[src/rtl/gpio_port_pkg.sv]
package gpio_port_pkg;

  // Decoded register-bus actions handed from control to datapath.
  typedef struct packed {
    logic wrLatch;
    logic wrDir;
    logic rdPort;
    logic rdDir;
  } regStrobes_t;

endpackage

[src/rtl/gpio_port_ctrl.sv]
module gpio_port_ctrl
  import gpio_port_pkg::*;
#(
  parameter int ADDR_W = 8,
  parameter logic [ADDR_W-1:0] DATA_ADDR = 8'h08,
  parameter logic [ADDR_W-1:0] DIR_ADDR  = 8'h0C
) (
  input  logic [ADDR_W-1:0] busAddr,
  input  logic              busWrEn,
  input  logic              busRdEn,
  output regStrobes_t       strobes
);

  logic hitData;
  logic hitDir;

  assign hitData = (busAddr == DATA_ADDR);
  assign hitDir  = (busAddr == DIR_ADDR);

  always_comb begin
    strobes         = '0;
    strobes.wrLatch = busWrEn && hitData;
    strobes.wrDir   = busWrEn && hitDir;
    strobes.rdPort  = busRdEn && hitData;
    strobes.rdDir   = busRdEn && hitDir;
  end

endmodule

[src/rtl/gpio_port_datapath.sv]
module gpio_port_datapath
  import gpio_port_pkg::*;
#(
  parameter int PORT_W      = 8,
  parameter int SYNC_STAGES = 2
) (
  input  logic              clk,
  input  logic              rstN,
  input  regStrobes_t       strobes,
  input  logic [PORT_W-1:0] busWrData,
  input  logic [PORT_W-1:0] padIn,
  output logic [PORT_W-1:0] latchQ,
  output logic [PORT_W-1:0] dirQ,
  output logic [PORT_W-1:0] syncIn,
  output logic [PORT_W-1:0] busRdData
);

  logic [PORT_W-1:0] syncStage [SYNC_STAGES];
  logic [PORT_W-1:0] portView;

  always_ff @(posedge clk or negedge rstN) begin
    if (!rstN) begin
      latchQ <= '0;
      dirQ   <= '0;
    end else begin
      if (strobes.wrLatch) latchQ <= busWrData;
      if (strobes.wrDir)   dirQ   <= busWrData;
    end
  end

  generate
    for (genvar s = 0; s < SYNC_STAGES; s++) begin : g_sync
      always_ff @(posedge clk or negedge rstN) begin
        if (!rstN) begin
          syncStage[s] <= '0;
        end else begin
          if (s == 0) syncStage[s] <= padIn;
          else        syncStage[s] <= syncStage[(s == 0) ? 0 : s-1];
        end
      end
    end
  endgenerate

  assign syncIn   = syncStage[SYNC_STAGES-1];
  assign portView = (dirQ & latchQ) | (~dirQ & syncIn);

  always_ff @(posedge clk or negedge rstN) begin
    if (!rstN) begin
      busRdData <= '0;
    end else if (strobes.rdPort) begin
      busRdData <= portView;
    end else if (strobes.rdDir) begin
      busRdData <= dirQ;
    end else begin
      busRdData <= '0;
    end
  end

endmodule

[src/rtl/gpio_port_pinmux.sv]
module gpio_port_pinmux #(
  parameter int PORT_W   = 8,
  parameter int TX_BIT   = 0,
  parameter int RX_BIT   = 1,
  parameter int TIM_BASE = 2,
  parameter int TIM_CH   = 2
) (
  input  logic [PORT_W-1:0]   latchQ,
  input  logic [PORT_W-1:0]   dirQ,
  input  logic [PORT_W-1:0]   syncIn,
  input  logic                serEnable,
  input  logic                serTxData,
  input  logic [2*TIM_CH-1:0] timMode,
  input  logic [TIM_CH-1:0]   timOutEn,
  input  logic [TIM_CH-1:0]   timOutVal,
  output logic [PORT_W-1:0]   padOutEn,
  output logic [PORT_W-1:0]   padOut,
  output logic                serRxData,
  output logic [TIM_CH-1:0]   timIn
);

  generate
    for (genvar p = 0; p < PORT_W; p++) begin : g_pin
      logic owned;
      logic periOe;
      logic periVal;
      if (p == TX_BIT) begin : g_tx
        assign owned   = serEnable;
        assign periOe  = 1'b1;
        assign periVal = serTxData;
      end else if (p == RX_BIT) begin : g_rx
        assign owned   = serEnable;
        assign periOe  = 1'b0;
        assign periVal = latchQ[p];
      end else if (p >= TIM_BASE && p < TIM_BASE + TIM_CH) begin : g_tim
        localparam int CH = p - TIM_BASE;
        assign owned   = |timMode[2*CH +: 2];
        assign periOe  = timOutEn[CH];
        assign periVal = timOutVal[CH];
      end else begin : g_gpio
        assign owned   = 1'b0;
        assign periOe  = 1'b0;
        assign periVal = 1'b0;
      end
      assign padOutEn[p] = owned ? periOe  : dirQ[p];
      assign padOut[p]   = owned ? periVal : latchQ[p];
    end

    for (genvar c = 0; c < TIM_CH; c++) begin : g_timIn
      assign timIn[c] = syncIn[TIM_BASE + c];
    end
  endgenerate

  assign serRxData = syncIn[RX_BIT];

endmodule

[src/rtl/gpio_port.sv]
module gpio_port
  import gpio_port_pkg::*;
#(
  parameter int PORT_W      = 8,
  parameter int ADDR_W      = 8,
  parameter int SYNC_STAGES = 2,
  parameter int TX_BIT      = 0,
  parameter int RX_BIT      = 1,
  parameter int TIM_BASE    = 2,
  parameter int TIM_CH      = 2,
  parameter logic [ADDR_W-1:0] DATA_ADDR = 8'h08,
  parameter logic [ADDR_W-1:0] DIR_ADDR  = 8'h0C
) (
  input  logic                clk,
  input  logic                rstN,
  input  logic [ADDR_W-1:0]   busAddr,
  input  logic                busWrEn,
  input  logic                busRdEn,
  input  logic [PORT_W-1:0]   busWrData,
  output logic [PORT_W-1:0]   busRdData,
  input  logic [PORT_W-1:0]   padIn,
  output logic [PORT_W-1:0]   padOutEn,
  output logic [PORT_W-1:0]   padOut,
  input  logic                serEnable,
  input  logic                serTxData,
  output logic                serRxData,
  input  logic [2*TIM_CH-1:0] timMode,
  input  logic [TIM_CH-1:0]   timOutEn,
  input  logic [TIM_CH-1:0]   timOutVal,
  output logic [TIM_CH-1:0]   timIn
);

  regStrobes_t       strobes;
  logic [PORT_W-1:0] latchQ;
  logic [PORT_W-1:0] dirQ;
  logic [PORT_W-1:0] syncIn;

  gpio_port_ctrl #(
    .ADDR_W(ADDR_W), .DATA_ADDR(DATA_ADDR), .DIR_ADDR(DIR_ADDR)
  ) ctrl_i (
    .busAddr(busAddr), .busWrEn(busWrEn), .busRdEn(busRdEn), .strobes(strobes)
  );

  gpio_port_datapath #(
    .PORT_W(PORT_W), .SYNC_STAGES(SYNC_STAGES)
  ) dp_i (
    .clk(clk), .rstN(rstN), .strobes(strobes), .busWrData(busWrData),
    .padIn(padIn), .latchQ(latchQ), .dirQ(dirQ), .syncIn(syncIn),
    .busRdData(busRdData)
  );

  gpio_port_pinmux #(
    .PORT_W(PORT_W), .TX_BIT(TX_BIT), .RX_BIT(RX_BIT),
    .TIM_BASE(TIM_BASE), .TIM_CH(TIM_CH)
  ) mux_i (
    .latchQ(latchQ), .dirQ(dirQ), .syncIn(syncIn),
    .serEnable(serEnable), .serTxData(serTxData),
    .timMode(timMode), .timOutEn(timOutEn), .timOutVal(timOutVal),
    .padOutEn(padOutEn), .padOut(padOut), .serRxData(serRxData), .timIn(timIn)
  );

endmodule

[config.mk]
export PLATFORM = sky130hd
export DESIGN_NAME = gpio_port
export DESIGN_NICKNAME = d
export VERILOG_FILES = /design/src/rtl/gpio_port_pkg.sv /design/src/rtl/gpio_port_ctrl.sv /design/src/rtl/gpio_port_datapath.sv /design/src/rtl/gpio_port_pinmux.sv /design/src/rtl/gpio_port.sv
export SDC_FILE = /design/constraint.sdc
export NUM_CORES = 1
export LEC_CHECK = 0
export BUFFER_PORTS_ARGS = -buffer_cell sky130_fd_sc_hd__buf_4
export CAP_MARGIN = 20
export CORE_MARGIN = 2
export CORE_UTILIZATION = 30
export CTS_BUF_LIST = sky130_fd_sc_hd__clkbuf_2 sky130_fd_sc_hd__clkbuf_4 sky130_fd_sc_hd__clkbuf_8
export CTS_CLUSTER_DIAMETER = 200
export CTS_CLUSTER_SIZE = 24
export DETAILED_ROUTE_END_ITERATION = 10
export GPL_ROUTABILITY_DRIVEN = 0
export PLACE_DENSITY_LB_ADDON = 0.05
export SYNTH_ARGS = -nofsm -noshare
export SYNTH_HDL_FRONTEND = slang
export SYNTH_SLANG_ARGS = --single-unit
export TNS_END_PERCENT = 1
[constraint.sdc]
create_clock -name clk -period 2.3 [get_ports clk]
set_input_delay 0.115 -clock clk [delete_from_list [all_inputs] [get_ports clk]]
set_output_delay 0.115 -clock clk [all_outputs]
set_load 0.03 [all_outputs]
==> metrics.md, run 1 <==
| Metric | Value |
|---|---|
| Peak supply drop | 257 µV |
| Worst-path clk slew | 0.07 ns |
| Critical Path Fanout Max | 4 |
| Simple-Gate Fraction of Synth Area | 0.0913 |
| Main synth FF type | dfrtp_1 |
| Post-synth top area cell | dfrtp_1 |
| Post-synth ARST share | 1.00 |
| Seq cells post-synth | 40 |
| Complex-gate fraction of the synthesized area | 0.0512 |
| Synth cell count leaders | 40 x dfrtp_1, 21 x mux2_2, 11 x buf_4 |
| Netlist cell types | 18 |
| Antenna cells | 0 |
| Synth Area in XOR/XNOR | 0 |
| Tightest Pin Transition | 0.509 ns |
| Fmax | 781 MHz |
| Final Hold Viols | 0 |
| Clock sink total | 40 |
| CTS tree | built |
| Clk_skew | 0.00412 ns |
| Final antenna-violating net count | 0 |
| Register area share after synthesis | 0.641 |
| Global-route total usage across every layer | 0.122 |
| Io pins | 65 |
| DRC | 0 |
| Fin worst setup slack | 1.02 ns |
| Syn avg cell area | 13.6 µm² |
| First drt pass iteration count | 3 |
| I/O Buffers | 64 |
| Hpwl dp | 2.25 mm |
| Vias | 1,094 |
| Clk buf depth | 2 |
| Period minus WS final | 1.28 ns |
| Synth top area cells | dfrtp_1 64%, mux2_2 15%, buf_4 5.3% |
| Worst slack at placement | 0.705 ns |
| Via density per instance | 4.34 |
| Sum Neg Setup Slack | 0 ns |
| Pleak | 1.12 nW |
| Net count after synthesis | 153 |
| Core Region | 5070 µm² |
| GRT overflow | 0 |
| Hold crit path type | input pin to flip-flop |
| Period utilization | 0.557 |
| Max-slew violation count | 0 |
| Hold Path Stages | 2 |
| Cell area after synthesis | 1560 µm² |
| Max-slew headroom | 0.661 |
| Area grow syn2layout | 42.7% |
| Largest net degree at the start of global routing | 41 |
| Post-Route WL | 3.27 mm |
| Die ar. | 5800 µm² |
| Initial core utilization | 0.308 |
| Row cnt | 26 |
| Top-area cell type share of the netlist area | 0.641 |
| Setup Viol. Count Final | 0 |
| Root buf cell | clkbuf_8 |
| Main combinational cell family by area after synthesis | multiplexers |
| Crit path kind | flip-flop to output port |
| Number of global-route vias before repair | 1,095 |
| Synth Instances | 115 |
| Post-synth EDFFs | 0 |
| Filler cells | 501 |
| Final std cells w/o fill | 252 |
| Count leader, synth | dfrtp_1 |
| Iter 0 DRT Violations | 24 |
| Worst reg-to-reg path cell count | 2 |
| Max-cap check violation count | 0 |
| First-pass GRT wire length | 5.49 mm |
| CP arrival | 1.17 ns |
| Postcts setup bufs | 0 |
| Yosys warns | 0 |
| Status | completed |
| Num CTS Buffers | 5 |
| Clock latency on the worst-skew pair | 0.28 ns |
| WL/cell | 13.0 µm |
| Critical Path RT | 2.18 ns |
| Initial antenna violation count | 0 |
| Multi-input logic area | 459 µm² |
| Placed cell count | 235 |
| Fraction of the mapped netlist area in adder cells | 0 |
| RSZ-0062 raised after global routing | false |
| Startpoint type of the worst setup path | flip-flop |
| Register area | 1000 µm² |
| Share of cells above drive strength 1 | 0.538 |
| NumNets Final | 219 |
| Power density over cell area | 670 nW/µm² |
| Worst Setup End Kind | output port |
| H-tree depth | 2 |
| Multiplexer share of the synthesized area | 0.151 |
| Die X | 76.2 µm |
| Die Ht | 76.2 µm |
[where the power goes]
group          internal (W)  switching, W
registers          0.000731     0.0000160
logic             0.0000950     0.0000871
clock network      0.000334      0.000231
total               0.00116      0.000334
[worst max-delay path: stages (launching register included)]
cell and delay, ns:
dfrtp_1 0.41, or2_2 0.30, buf_4 0.17
[cell usage in the layout (no fill, tap or decap), drive strengths merged]
| cell type | count |
|---|---|
| nand4 | 1 |
| nand3 | 1 |
| or3b | 1 |
| and4b | 1 |
| a21oi | 8 |
| dfrtp | 40 |
| mux2 | 21 |
| nor4 | 1 |
| nor2b | 1 |
| bufinv | 1 |
| o21ai | 8 |
| buf | 64 |
| or2 | 1 |
| nor2 | 9 |
| nand2 | 7 |
| clkinv | 1 |
| dlygate4sd3 | 9 |
| clkbuf | 6 |
| nor3b | 1 |
[routing by layer]
metal | global-route usage | vias to the layer above | wire length [µm]
met5 | 0 | - | 0
met4 | 0.0564 | 0 | 59
met3 | 0.0415 | 6 | 253
met2 | 0.180 | 49 | 1480
met1 | 0.162 | 529 | 1480
li1 | - | 510 | -
[area by class of cell]
type                            instances  area share
Sequential cell                        40       0.449
Timing Repair Buffer                   73       0.256
Multi-Input combinational cell         61       0.206
Tap cell                               70      0.0393
Clock buffer                            6      0.0342
Clock inverter                          2      0.0157
[flip-flops by register name (all words and copies together), names as in the netlist]
name	cells
dp_i.dirQ	8
dp_i.latchQ	8
dp_i.syncIn	8
dp_i.syncStage	8
dp_i.busRdData	8
[path summary, 6_finish.rpt]
check,startpoint,endpoint,slack [ns]
setup / recovery,dp_i.dirQ[0],padOutEn[0],1.02
hold / removal,busWrData[3],dp_i.dirQ[3],0.07
setup reg to reg,dp_i.dirQ[6],dp_i.busRdData[6],1.21
hold reg to reg,dp_i.syncStage[9],dp_i.syncIn[1],0.35
max in group asynchronous,rstN,dp_i.syncStage[10],1.61
min in group asynchronous,rstN,dp_i.syncIn[5],0.34
[stage by stage]
stage               area, µm²  hold WS (ns)  power (W)   util
detailed placement       2030         0.123   0.000934  0.400
CTS                      2230        0.0591    0.00152  0.439
global placement         2030         0.114   0.000929  0.400
finish                   2230        0.0687    0.00149  0.439
global route             2230        0.0561    0.00158  0.439
floorplan                1560        -0.181   0.000848      -
[repair_timing]
item,CTS,global route
hold buffers,9,0
resized for setup,0,0
hold endpoints to repair,48,0
[logic make-up (layout without fill, tap and decap cells)]
group	after synthesis	after routing
flops	40	40
simple gates	24	24
mux	21	21
compound gates	16	16
buf+inv	14	81
No activity file was read; power rests on OpenSTA's default activity.
==> run 2: changes to the inputs <==
- clock period: 2.3 -> 1.1 ns (I/O delays scaled with it)
==> metrics.md, run 2 (synthesis gave the netlist of run 1 again) <==
| Metric | Value |
|---|---|
| Filler cells | 505 (was 501) |
| Max-cap check violation count | 0 (unchanged) |
| CP delay by family, top | flip-flops (unchanged) |
| Peak supply drop | 794 µV (was 257 µV) |
| Vias | 1,147 (was 1,094) |
| Share of cells above drive strength 1 | 0.553 (was 0.538) |
| Row cnt | 26 (unchanged) |
| Tightest Pin Transition | 0.505 ns (was 0.509 ns) |
| Placed cell count | 242 (was 235) |
| NumNets Final | 236 (was 219) |
| Sw frac | 0.230 (was 0.224) |
| DRC | 0 (unchanged) |
| Worst reg-to-reg path cell count | 2 (unchanged) |
| Critical Path Fanout Max | 2 (was 4) |
| Clk_skew | 0.00876 ns (was 0.00412 ns) |
| Period utilization | 1.03 |
| Clk pwr share | 0.338 (was 0.378) |
| Core Region | 5070 µm² (unchanged) |
| Fin worst setup slack | -0.0358 ns (was 1.02 ns) |
| Clk buf depth | 2 (unchanged) |
| Final antenna-violating net count | 0 (unchanged) |
| Die X | 76.2 µm (unchanged) |
| Via density per instance | 4.26 (was 4.34) |
| Critical path buffer and inverter count | 1 (unchanged) |
| Hpwl dp | 2.39 mm (was 2.25 mm) |
| Post-DP Area | 2120 µm² (was 2030 µm²) |
| Fmax | 880 MHz |
| Num CTS Buffers | 5 (unchanged) |
| Worst Setup End Kind | output port (unchanged) |
| Setup Viol. Count Final | 5 (was 0) |
| Hold crit path type | input pin to flip-flop (unchanged) |
| First drt pass iteration count | 4 (was 3) |
| Power density over cell area | 1250 nW/µm² (was 670 nW/µm²) |
| CP max stage cell | dfrtp_1 (unchanged) |
| Failing checks | setup timing |
| Io pins | 65 (unchanged) |
| Status | finished, violations left (was completed) |
| Period minus WS final | 1.14 ns |
| Die Ht | 76.2 µm (unchanged) |
| Finished layout cell area | 2440 µm² (was 2230 µm²) |
| Initial core utilization | 0.308 (unchanged) |
| Number of global-route vias before repair | 1,210 (was 1,095) |
| Hold Path Stages | 2 (unchanged) |
| Root buf cell | clkbuf_8 (unchanged) |
| Worst slack at placement | -0.269 ns (was 0.705 ns) |
| I/O Buffers | 64 (unchanged) |
| Critical Path RT | 1.04 ns (was 2.18 ns) |
| CP arrival | 1.08 ns (was 1.17 ns) |
| Global-route total usage across every layer | 0.130 (was 0.122) |
| Crit path kind | flip-flop to output port (unchanged) |
| Die ar. | 5800 µm² (unchanged) |
| Final Hold Viols | 0 (unchanged) |
| Area grow syn2layout | 56.0% (was 42.7%) |
| Int Pwr | 0.00234 W (was 0.00116 W) |
| Antenna cells | 0 (unchanged) |
| Pleak | 1.23 nW (was 1.12 nW) |
| Iter 0 DRT Violations | 17 (was 24) |
| Reg power frac | 0.512 (was 0.500) |
| First-pass GRT wire length | 5.89 mm (was 5.49 mm) |
| WL/cell | 12.9 µm (was 13.0 µm) |
| Max-slew headroom | 0.663 (was 0.661) |
| CTS tree | built (unchanged) |
| Max-slew violation count | 0 (unchanged) |
| Final std cells w/o fill | 269 (was 252) |
| Clock latency on the worst-skew pair | 0.28 ns (about the same) |
| GRT overflow | 0 (unchanged) |
| Startpoint type of the worst setup path | flip-flop (unchanged) |
| Post-Route WL | 3.48 mm (was 3.27 mm) |
| Crit-path cells | mux2_4 -> buf_6 (was or2_2 -> buf_4) |
| Commonest non-fill, non-tap cell in the layout | buf_4 (unchanged) |
| H-tree depth | 2 (unchanged) |
| Initial antenna violation count | 0 (unchanged) |
| Reported net switching power | 0.000699 W (was 0.000334 W) |
| Clock sink total | 40 (unchanged) |
| Comb pwr share | 0.150 (was 0.122) |
| Worst-path clk slew | 0.08 ns (was 0.07 ns) |
| Slowest stage delay, CP | 0.39 ns (was 0.41 ns) |
| WP depth | 2 (unchanged) |
| RSZ-0062 raised after global routing | true (was false) |
| Most frequent cells in the layout | 69 x buf_4, 40 x dfrtp_1, 14 x dlygate4sd3_1 (was 64 x buf_4, 40 x dfrtp_1, 21 x mux2_2) |
| Largest net degree at the start of global routing | 41 (unchanged) |
run 2: cell types whose count changed in the layout (fill, tap and decap cells not counted), sizes merged:
cell         previous run  this run
dlygate4sd3             9        14
bufinv                  1         0
buf                    64        76
clkbuf                  6         8
clkinv                  1         0
run 2: per-stage QoR:
| stage | utilization | setup TNS [ns] | total power, W | hold slack, ns |
|---|---|---|---|---|
| 6_report | 0.481 | -0.134 | 0.00304 | 0.0110 |
| 4_1_cts | 0.479 | -0.222 | 0.00310 | 0.000820 |
| 3_5_place_dp | 0.418 | -3.06 | 0.00197 | 0.0644 |
| 5_1_grt | 0.481 | -0.372 | 0.00321 | 0.00456 |
| 2_1_floorplan | - | -0.412 | 0.00178 | -0.241 |
| 3_3_place_gp | 0.418 | -2.86 | 0.00196 | 0.0631 |
run 2: worst paths after layout:
| check | start | end | slack [ns] |
|---|---|---|---|
| max | dp_i.latchQ[3] | padOut[3] | -0.04 |
| max in group asynchronous | rstN | dp_i.syncIn[3] | 0.45 |
| min in group asynchronous | rstN | dp_i.syncIn[4] | 0.29 |
| max reg2reg | dp_i.dirQ[6] | dp_i.busRdData[6] | 0.06 |
| min reg2reg | dp_i.syncStage[13] | dp_i.syncIn[5] | 0.34 |
| min | busWrData[6] | dp_i.latchQ[6] | 0.01 |
run 2: layout make-up:
cell class              instances  area, µm²  area share
well taps                      70       87.6      0.0359
repair buffers                 90        746       0.306
multi-input cells              61        507       0.208
clock buffers                   8       97.6      0.0400
flip-flops and latches         40       1000       0.410
run 2: layer usage:
metal	up-vias	GRT usage	share of wire
li1	548	-	-
met1	546	0.165	0.45
met2	49	0.204	0.46
met3	4	0.0521	0.079
met4	0	0.0436	0.010
met5	-	0	0
run 2: repair_timing:
action,in CTS,in global routing
pin swaps,0,1
endpoints found under the hold margin,53,1
hold buffers,13,1
buffers inserted,5,0
gates resized for setup,11,0
endpoints found under the setup margin,6,7
run 2: power groups by stage:
stage	sequential, W	combinational [W]	clock (W)
global placement	0.00159	0.000377	0
floorplan	0.00158	0.000197	0
global route	0.00156	0.000492	0.00115
CTS	0.00156	0.000459	0.00108
finish	0.00156	0.000456	0.00103
detailed placement	0.00159	0.000384	0
